<file path="src/rtl/mw_pkg.sv">
package mw_pkg;
  localparam int WORD_W   = 16;
  localparam int RX_BITS  = WORD_W + 1;
  localparam logic [2:0] RD_CMD = 3'b110;

  typedef enum logic [2:0] {
    ST_IDLE,
    ST_SEL,
    ST_CMD,
    ST_ADDR,
    ST_DATA,
    ST_GAP
  } mw_state_t;
endpackage

</file>
<file path="src/rtl/mw_sck_gen.sv">
module mw_sck_gen #(
  parameter int LO_T = 32,
  parameter int HI_T = 96,
  localparam int TW = $clog2(HI_T + 1)
) (
  input  logic clk,
  input  logic rst,
  input  logic run,
  output logic sck,
  output logic slot_end
);
  logic [TW-1:0] cnt;
  logic          hi;

  always_ff @(posedge clk) begin
    if (rst || !run) begin
      cnt <= '0;
      hi  <= 1'b0;
    end else if (!hi) begin
      if (cnt == TW'(LO_T - 1)) begin
        hi  <= 1'b1;
        cnt <= '0;
      end else begin
        cnt <= cnt + 1'b1;
      end
    end else begin
      if (cnt == TW'(HI_T - 1)) begin
        hi  <= 1'b0;
        cnt <= '0;
      end else begin
        cnt <= cnt + 1'b1;
      end
    end
  end

  assign sck      = hi;
  assign slot_end = run && hi && (cnt == TW'(HI_T - 1));

  // independent high-phase length counter for checking
  logic [TW:0] hlen;
  always_ff @(posedge clk) begin
    if (rst) hlen <= '0;
    else if (hi) hlen <= hlen + 1'b1;
    else hlen <= '0;
  end

  p_high_len_r6: assert property (@(posedge clk) disable iff (rst)
    $fell(hi) |-> (hlen == (TW+1)'(HI_T)));
endmodule

</file>
<file path="src/rtl/mw_rx_shift.sv">
module mw_rx_shift #(
  parameter int W = 16
) (
  input  logic         clk,
  input  logic         rst,
  input  logic         en,
  input  logic         din,
  output logic [W-1:0] word
);
  always_ff @(posedge clk) begin
    if (rst)     word <= '0;
    else if (en) word <= {word[W-2:0], din};
  end
endmodule

</file>
<file path="src/rtl/mw_burst_rd.sv">
module mw_burst_rd
  import mw_pkg::*;
#(
  parameter bit WIDE_ADDR = 1'b0,
  parameter int DIV = 32,
  localparam int AW = WIDE_ADDR ? 8 : 6,
  localparam int CW = AW + 1
) (
  input  logic              clk,
  input  logic              rst,
  input  logic              start,
  input  logic [AW-1:0]     start_addr,
  input  logic [CW-1:0]     word_count,
  output logic              busy,
  output logic              rd_valid,
  output logic [WORD_W-1:0] rd_data,
  output logic [CW-1:0]     rd_idx,
  output logic              done,
  output logic              ee_cs,
  output logic              ee_sck,
  output logic              ee_mosi,
  input  logic              ee_miso
);
  localparam int LO_T = DIV;
  localparam int HI_T = 3 * DIV;
  localparam int BW   = $clog2(RX_BITS);

  mw_state_t     st;
  logic [BW-1:0] bitc;
  logic [AW-1:0] cur_addr, addr_sh;
  logic [2:0]    cmd_sh;
  logic [CW-1:0] idx, last_idx;
  logic          slot_end, run, rx_en;

  assign run   = (st != ST_IDLE);
  assign rx_en = (st == ST_DATA) && slot_end;

  mw_sck_gen #(.LO_T(LO_T), .HI_T(HI_T)) u_sck (
    .clk(clk), .rst(rst), .run(run), .sck(ee_sck), .slot_end(slot_end)
  );

  mw_rx_shift #(.W(WORD_W)) u_rx (
    .clk(clk), .rst(rst), .en(rx_en), .din(ee_miso), .word(rd_data)
  );

  always_ff @(posedge clk) begin
    if (rst) begin
      st       <= ST_IDLE;
      bitc     <= '0;
      cur_addr <= '0;
      addr_sh  <= '0;
      cmd_sh   <= '0;
      idx      <= '0;
      last_idx <= '0;
      busy     <= 1'b0;
      rd_valid <= 1'b0;
      rd_idx   <= '0;
      done     <= 1'b0;
      ee_cs    <= 1'b0;
      ee_mosi  <= 1'b0;
    end else begin
      rd_valid <= 1'b0;
      done     <= 1'b0;
      if (st == ST_IDLE) begin
        if (start) begin
          if (word_count == '0) begin
            done <= 1'b1;
          end else begin
            st       <= ST_SEL;
            busy     <= 1'b1;
            ee_cs    <= 1'b1;
            ee_mosi  <= 1'b0;
            cur_addr <= start_addr;
            addr_sh  <= start_addr;
            cmd_sh   <= RD_CMD;
            idx      <= '0;
            last_idx <= word_count - 1'b1;
          end
        end
      end else if (slot_end) begin
        case (st)
          ST_SEL: begin
            st      <= ST_CMD;
            bitc    <= '0;
            ee_mosi <= cmd_sh[2];
            cmd_sh  <= {cmd_sh[1:0], 1'b0};
          end
          ST_CMD: begin
            if (bitc == BW'(2)) begin
              st      <= ST_ADDR;
              bitc    <= '0;
              ee_mosi <= addr_sh[AW-1];
              addr_sh <= {addr_sh[AW-2:0], 1'b0};
            end else begin
              bitc    <= bitc + 1'b1;
              ee_mosi <= cmd_sh[2];
              cmd_sh  <= {cmd_sh[1:0], 1'b0};
            end
          end
          ST_ADDR: begin
            if (bitc == BW'(AW - 1)) begin
              st      <= ST_DATA;
              bitc    <= '0;
              ee_mosi <= 1'b0;
            end else begin
              bitc    <= bitc + 1'b1;
              ee_mosi <= addr_sh[AW-1];
              addr_sh <= {addr_sh[AW-2:0], 1'b0};
            end
          end
          ST_DATA: begin
            if (bitc == BW'(RX_BITS - 1)) begin
              st       <= ST_GAP;
              bitc     <= '0;
              ee_cs    <= 1'b0;
              rd_valid <= 1'b1;
              rd_idx   <= idx;
            end else begin
              bitc <= bitc + 1'b1;
            end
          end
          ST_GAP: begin
            if (idx == last_idx) begin
              st   <= ST_IDLE;
              busy <= 1'b0;
              done <= 1'b1;
            end else begin
              st       <= ST_SEL;
              ee_cs    <= 1'b1;
              cur_addr <= cur_addr + 1'b1;
              addr_sh  <= cur_addr + 1'b1;
              cmd_sh   <= RD_CMD;
              idx      <= idx + 1'b1;
            end
          end
          default: st <= ST_IDLE;
        endcase
      end
    end
  end

  p_mosi_while_low_r7: assert property (@(posedge clk) disable iff (rst)
    !$stable(ee_mosi) |-> !ee_sck);

  p_select_rise_r2: assert property (@(posedge clk) disable iff (rst)
    $rose(ee_cs) |-> (!ee_sck && !ee_mosi));

  p_valid_at_deselect_r4: assert property (@(posedge clk) disable iff (rst)
    rd_valid |-> (!ee_cs && $past(ee_cs)));

  p_done_single_r5: assert property (@(posedge clk) disable iff (rst)
    done |=> !done);

  p_done_idle_r10: assert property (@(posedge clk) disable iff (rst)
    done |-> (!busy && !ee_cs));

  p_zero_count_r9: assert property (@(posedge clk) disable iff (rst)
    (start && !busy && word_count == '0) |=> (done && !ee_cs && !ee_sck));

  p_busy_start_ignored_r8: assert property (@(posedge clk) disable iff (rst)
    (start && busy) |=> $stable(last_idx));
endmodule

</file>
<file path="config.mk">
export PLATFORM = sky130hd
export DESIGN_NAME = mw_burst_rd
export DESIGN_NICKNAME = d
export VERILOG_FILES = /design/src/rtl/mw_pkg.sv /design/src/rtl/mw_sck_gen.sv /design/src/rtl/mw_rx_shift.sv /design/src/rtl/mw_burst_rd.sv
export SDC_FILE = /design/constraint.sdc
export NUM_CORES = 1
export LEC_CHECK = 0
export ABC_CLOCK_PERIOD_IN_PS = 3200
export BUFFER_PORTS_ARGS = -buffer_cell sky130_fd_sc_hd__buf_2
export CORE_MARGIN = 2
export CORE_UTILIZATION = 58
export DETAILED_ROUTE_END_ITERATION = 6
export PLACE_DENSITY = 0.92
export SLEW_MARGIN = 20
export SYNTH_ARGS = -nofsm -noshare
export SYNTH_HDL_FRONTEND = slang
export SYNTH_HIERARCHICAL = 1
export SYNTH_SLANG_ARGS = --single-unit
</file>
<file path="constraint.sdc">
create_clock -name clk -period 3.2 [get_ports clk]
set_input_delay 0 -clock clk [delete_from_list [all_inputs] [get_ports clk]]
set_output_delay 0 -clock clk [all_outputs]
set_load 0.01 [all_outputs]
</file>
==> metrics.cfg <==
[outcome]
status = complete, no violations

[floorplan]
dieHeight_um = 84.1
row_count = 29
chipWidth_um = 84.1
io_pins = 46
initial_core_util_pct = 59.3
coreArea_um2 = 6280
die_area_um2 = 7070

[logic_synthesis]
synth_top_area_cell = dfxtp_1
yosys_warnings = 6
synth_edf_count = 0
netlist_area_um2 = 3720
syn_inst = 407
yosysMostFrequentCell = dfxtp_1
post-synth-top-area-fraction_pct = 38.7
ys_seq_area_share_pct = 38.7
syn_avg_cell_area_um2 = 9.15
synth_top_flop_cell = dfxtp_1
synth_area_leaders = dfxtp_1 39%, mux2i_1 7.0%, nor2_1 5.1%
async_reset_ff_share_pct = 0
syn_nets = 433
synth_commonest_cells = 72 x dfxtp_1, 51 x nor2_1, 26 x mux2i_1
synth_cell_types = 68
synth-seq-cells = 72

[critical_path]
timing.rr.end = addr_sh[3]
crit_path_max_incr_delay_ns = 0.69
worstPathArrival_ns = 2.74
r2r_setup_slack_ns = 0.71
crit_buf_inv = 2
timing.rr.start = st[2]
cp_cell_sequence = nor3_4, inv_1, nand3_1, nor3_1, buf_4, and2_2, o32ai_2, or2_1, o311a_1
critPathTopFamily = simple AND/OR/NAND/NOR gates
startpoint_type = flip-flop
startpoint = st[2]
critPathCaptureType = flip-flop
crit_type = reg -> reg
required_ns = 3.45
worst_r2r_path_depth = 9
slowest_stage = dfxtp_1
path_max_fanout = 18

[sta]
final.setup.tns_ns = 0
tightest_slew_ns = 0.608
fin_crit_ns = 2.49
max_freq_mhz = 402
slew-limit-headroom_pct = 59.1
finClkSkew_ns = 0.0152
min_period_over_period_pct = 77.8
finalHoldViolCount = 0
rsz0062_at_grt = no
finalMaxSlewViolations = 0
final-setup-viol-count = 0

[power_and_ir_drop]
power.density_nw_per_um2 = 495
ir_drop_uv = 322
p_total_mw = 2.08
p_leak_nw = 1.67

[routing]
wire_per_inst_um = 15.9
vias = 3244
dr.pass1.iters = 5
route.detailed.drc = 0
vias_per_cell = 6.07
ant_nets = 0
routed_wl_mm = 8.49
drt_iter0_markers = 299

[global_routing]
grt_pass1_vias = 3032
grt_use_total_pct = 24.3
antenna_found_initial = 0
grt_overflow_total = 0
grt_pass1_wl_mm = 14.0
grt_max_degree = 53

[min_path]
hold_path.class = in -> reg
hold_depth = 3
min_to = addr_sh[1]
min_from = start_addr[1]

[clock_network]
htreeDepth = 3
path_clk_slew_ns = 0.08
clock_latency_ns = 0.36
cts.sinks = 72
root_buffer = clkbuf_8
cts_buffers = 9
clock_path_buffers = 2
cts.repair.resized = 0
cts_tree = yes

[finish]
multi_input_area_um2 = 2080
layout.nets = 478
n_antenna_cell = 0
final_area_um2 = 4190
drive_gt1_share_pct = 19.9
ff_latch_area_um2 = 1440
n_fill_cell = 507
syn_to_final_growth_pct = 12.6

[placement]
hpwl_mm = 5.80
post_dp_cell_area_um2 = 3940
io_buffers = 45
gp_congestion = 0.875

[flow_run]
cap_violations = 0

-- worst reg2reg max path, cell delays in order, from the launching register on --
cell     delay, ns
dfxtp_1       0.69
nor3_4        0.06
inv_1         0.09
nand3_1       0.08
nor3_1        0.17
buf_4         0.19
and2_2        0.23
o32ai_2       0.16
or2_1         0.35
o311a_1       0.38
-- worst max-delay path by stage --
stage	to	slack, ns	cells past startpoint
5_1_grt	addr_sh[5]	0.56	4
3_5_place_dp	addr_sh[3]	0.73	9
2_1_floorplan	addr_sh[3]	0.56	11
6_report	addr_sh[3]	0.71	9
3_3_place_gp	addr_sh[3]	0.82	9
4_1_cts	addr_sh[3]	0.72	9
-- final cells by class --
| type | instances | area share [%] |
|---|---|---|
| tap | 77 | 2.30 |
| clock buffer | 9 | 2.96 |
| multi-input combinational | 299 | 49.7 |
| clock inverter | 7 | 1.46 |
| timing repair buffer | 58 | 8.12 |
| sequential | 72 | 34.4 |
| inverter | 12 | 1.07 |
-- routing by layer --
layer | global-route usage, % | wire [um] | vias to the layer above
met5 | 0 | 0 | -
met4 | 11.0 | 272 | 0
met3 | 5.64 | 503 | 28
met2 | 40.5 | 4060 | 140
met1 | 29.9 | 3650 | 1516
li1 | - | - | 1560
-- state kept, by name (all words and copies together), names as in the netlist, 3 cells and up --
| register | flops |
|---|---|
| rd_idx | 7 |
| bitc | 5 |
| u_rx/word | 16 |
| u_sck/cnt | 7 |
| st | 3 |
| idx | 7 |
| cur_addr | 6 |
| last_idx | 7 |
| addr_sh | 6 |
-- stage by stage --
step	hold WS [ns]	cells	utilization [%]	setup WS (ns)
CTS	0.00583	534	66.8	0.723
detailed placement	0.220	511	62.7	0.726
floorplan	0.0956	407	-	0.560
finish	0.0172	534	66.8	0.710
global placement	0.213	511	62.7	0.823
global route	0.0155	534	66.8	0.564
-- cell families (layout without fill, tap and decap cells) --
logic type	count (synthesis)	after routing	synth area share [%]
compound gates	95	95	18.9
xor+xnor	25	25	5.88
fa+ha+maj	9	9	3.03
buf+inv	36	86	5.34
flops	72	72	38.7
mux	27	27	7.39
simple gates	143	143	20.7
-- power breakdown --
part / leakage [nW] / internal [mW] / switching (mW)
logic: 1.00 / 0.151 / 0.245
clock network: 0.0892 / 0.297 / 0.383
registers: 0.585 / 0.946 / 0.0540
total: 1.67 / 1.39 / 0.682
-- repair_timing --
action / 4_1_cts / 5_1_grt
buffers inserted: 0 / 0
endpoints found under the hold margin: 7 / 0
hold buffers: 7 / 0
-- cell usage in the layout, fill, tap and decap left out, types with 5 or more instances in the layout --
cell type      synthesis  final
a211oi_1              13     13
and3_1                 5      5
dfxtp_1               72     72
xor2_1                13     13
nor2_1                51     51
o21ai_0               13     13
buf_4                  1      6
clkbuf_8               0      9
or3_1                  7      7
buf_2                  5     45
xnor2_1               12     12
o31ai_1                8      8
nor3_1                 7      7
o211ai_1               6      6
nand3_1               14     14
a21oi_1               24     24
dlygate4sd3_1          0      7
ha_1                   9      9
or4_1                  5      5
nand2_1               24     24
inv_1                 11     11
mux2i_1               26     26
No activity file was read; power rests on OpenSTA's default activity.
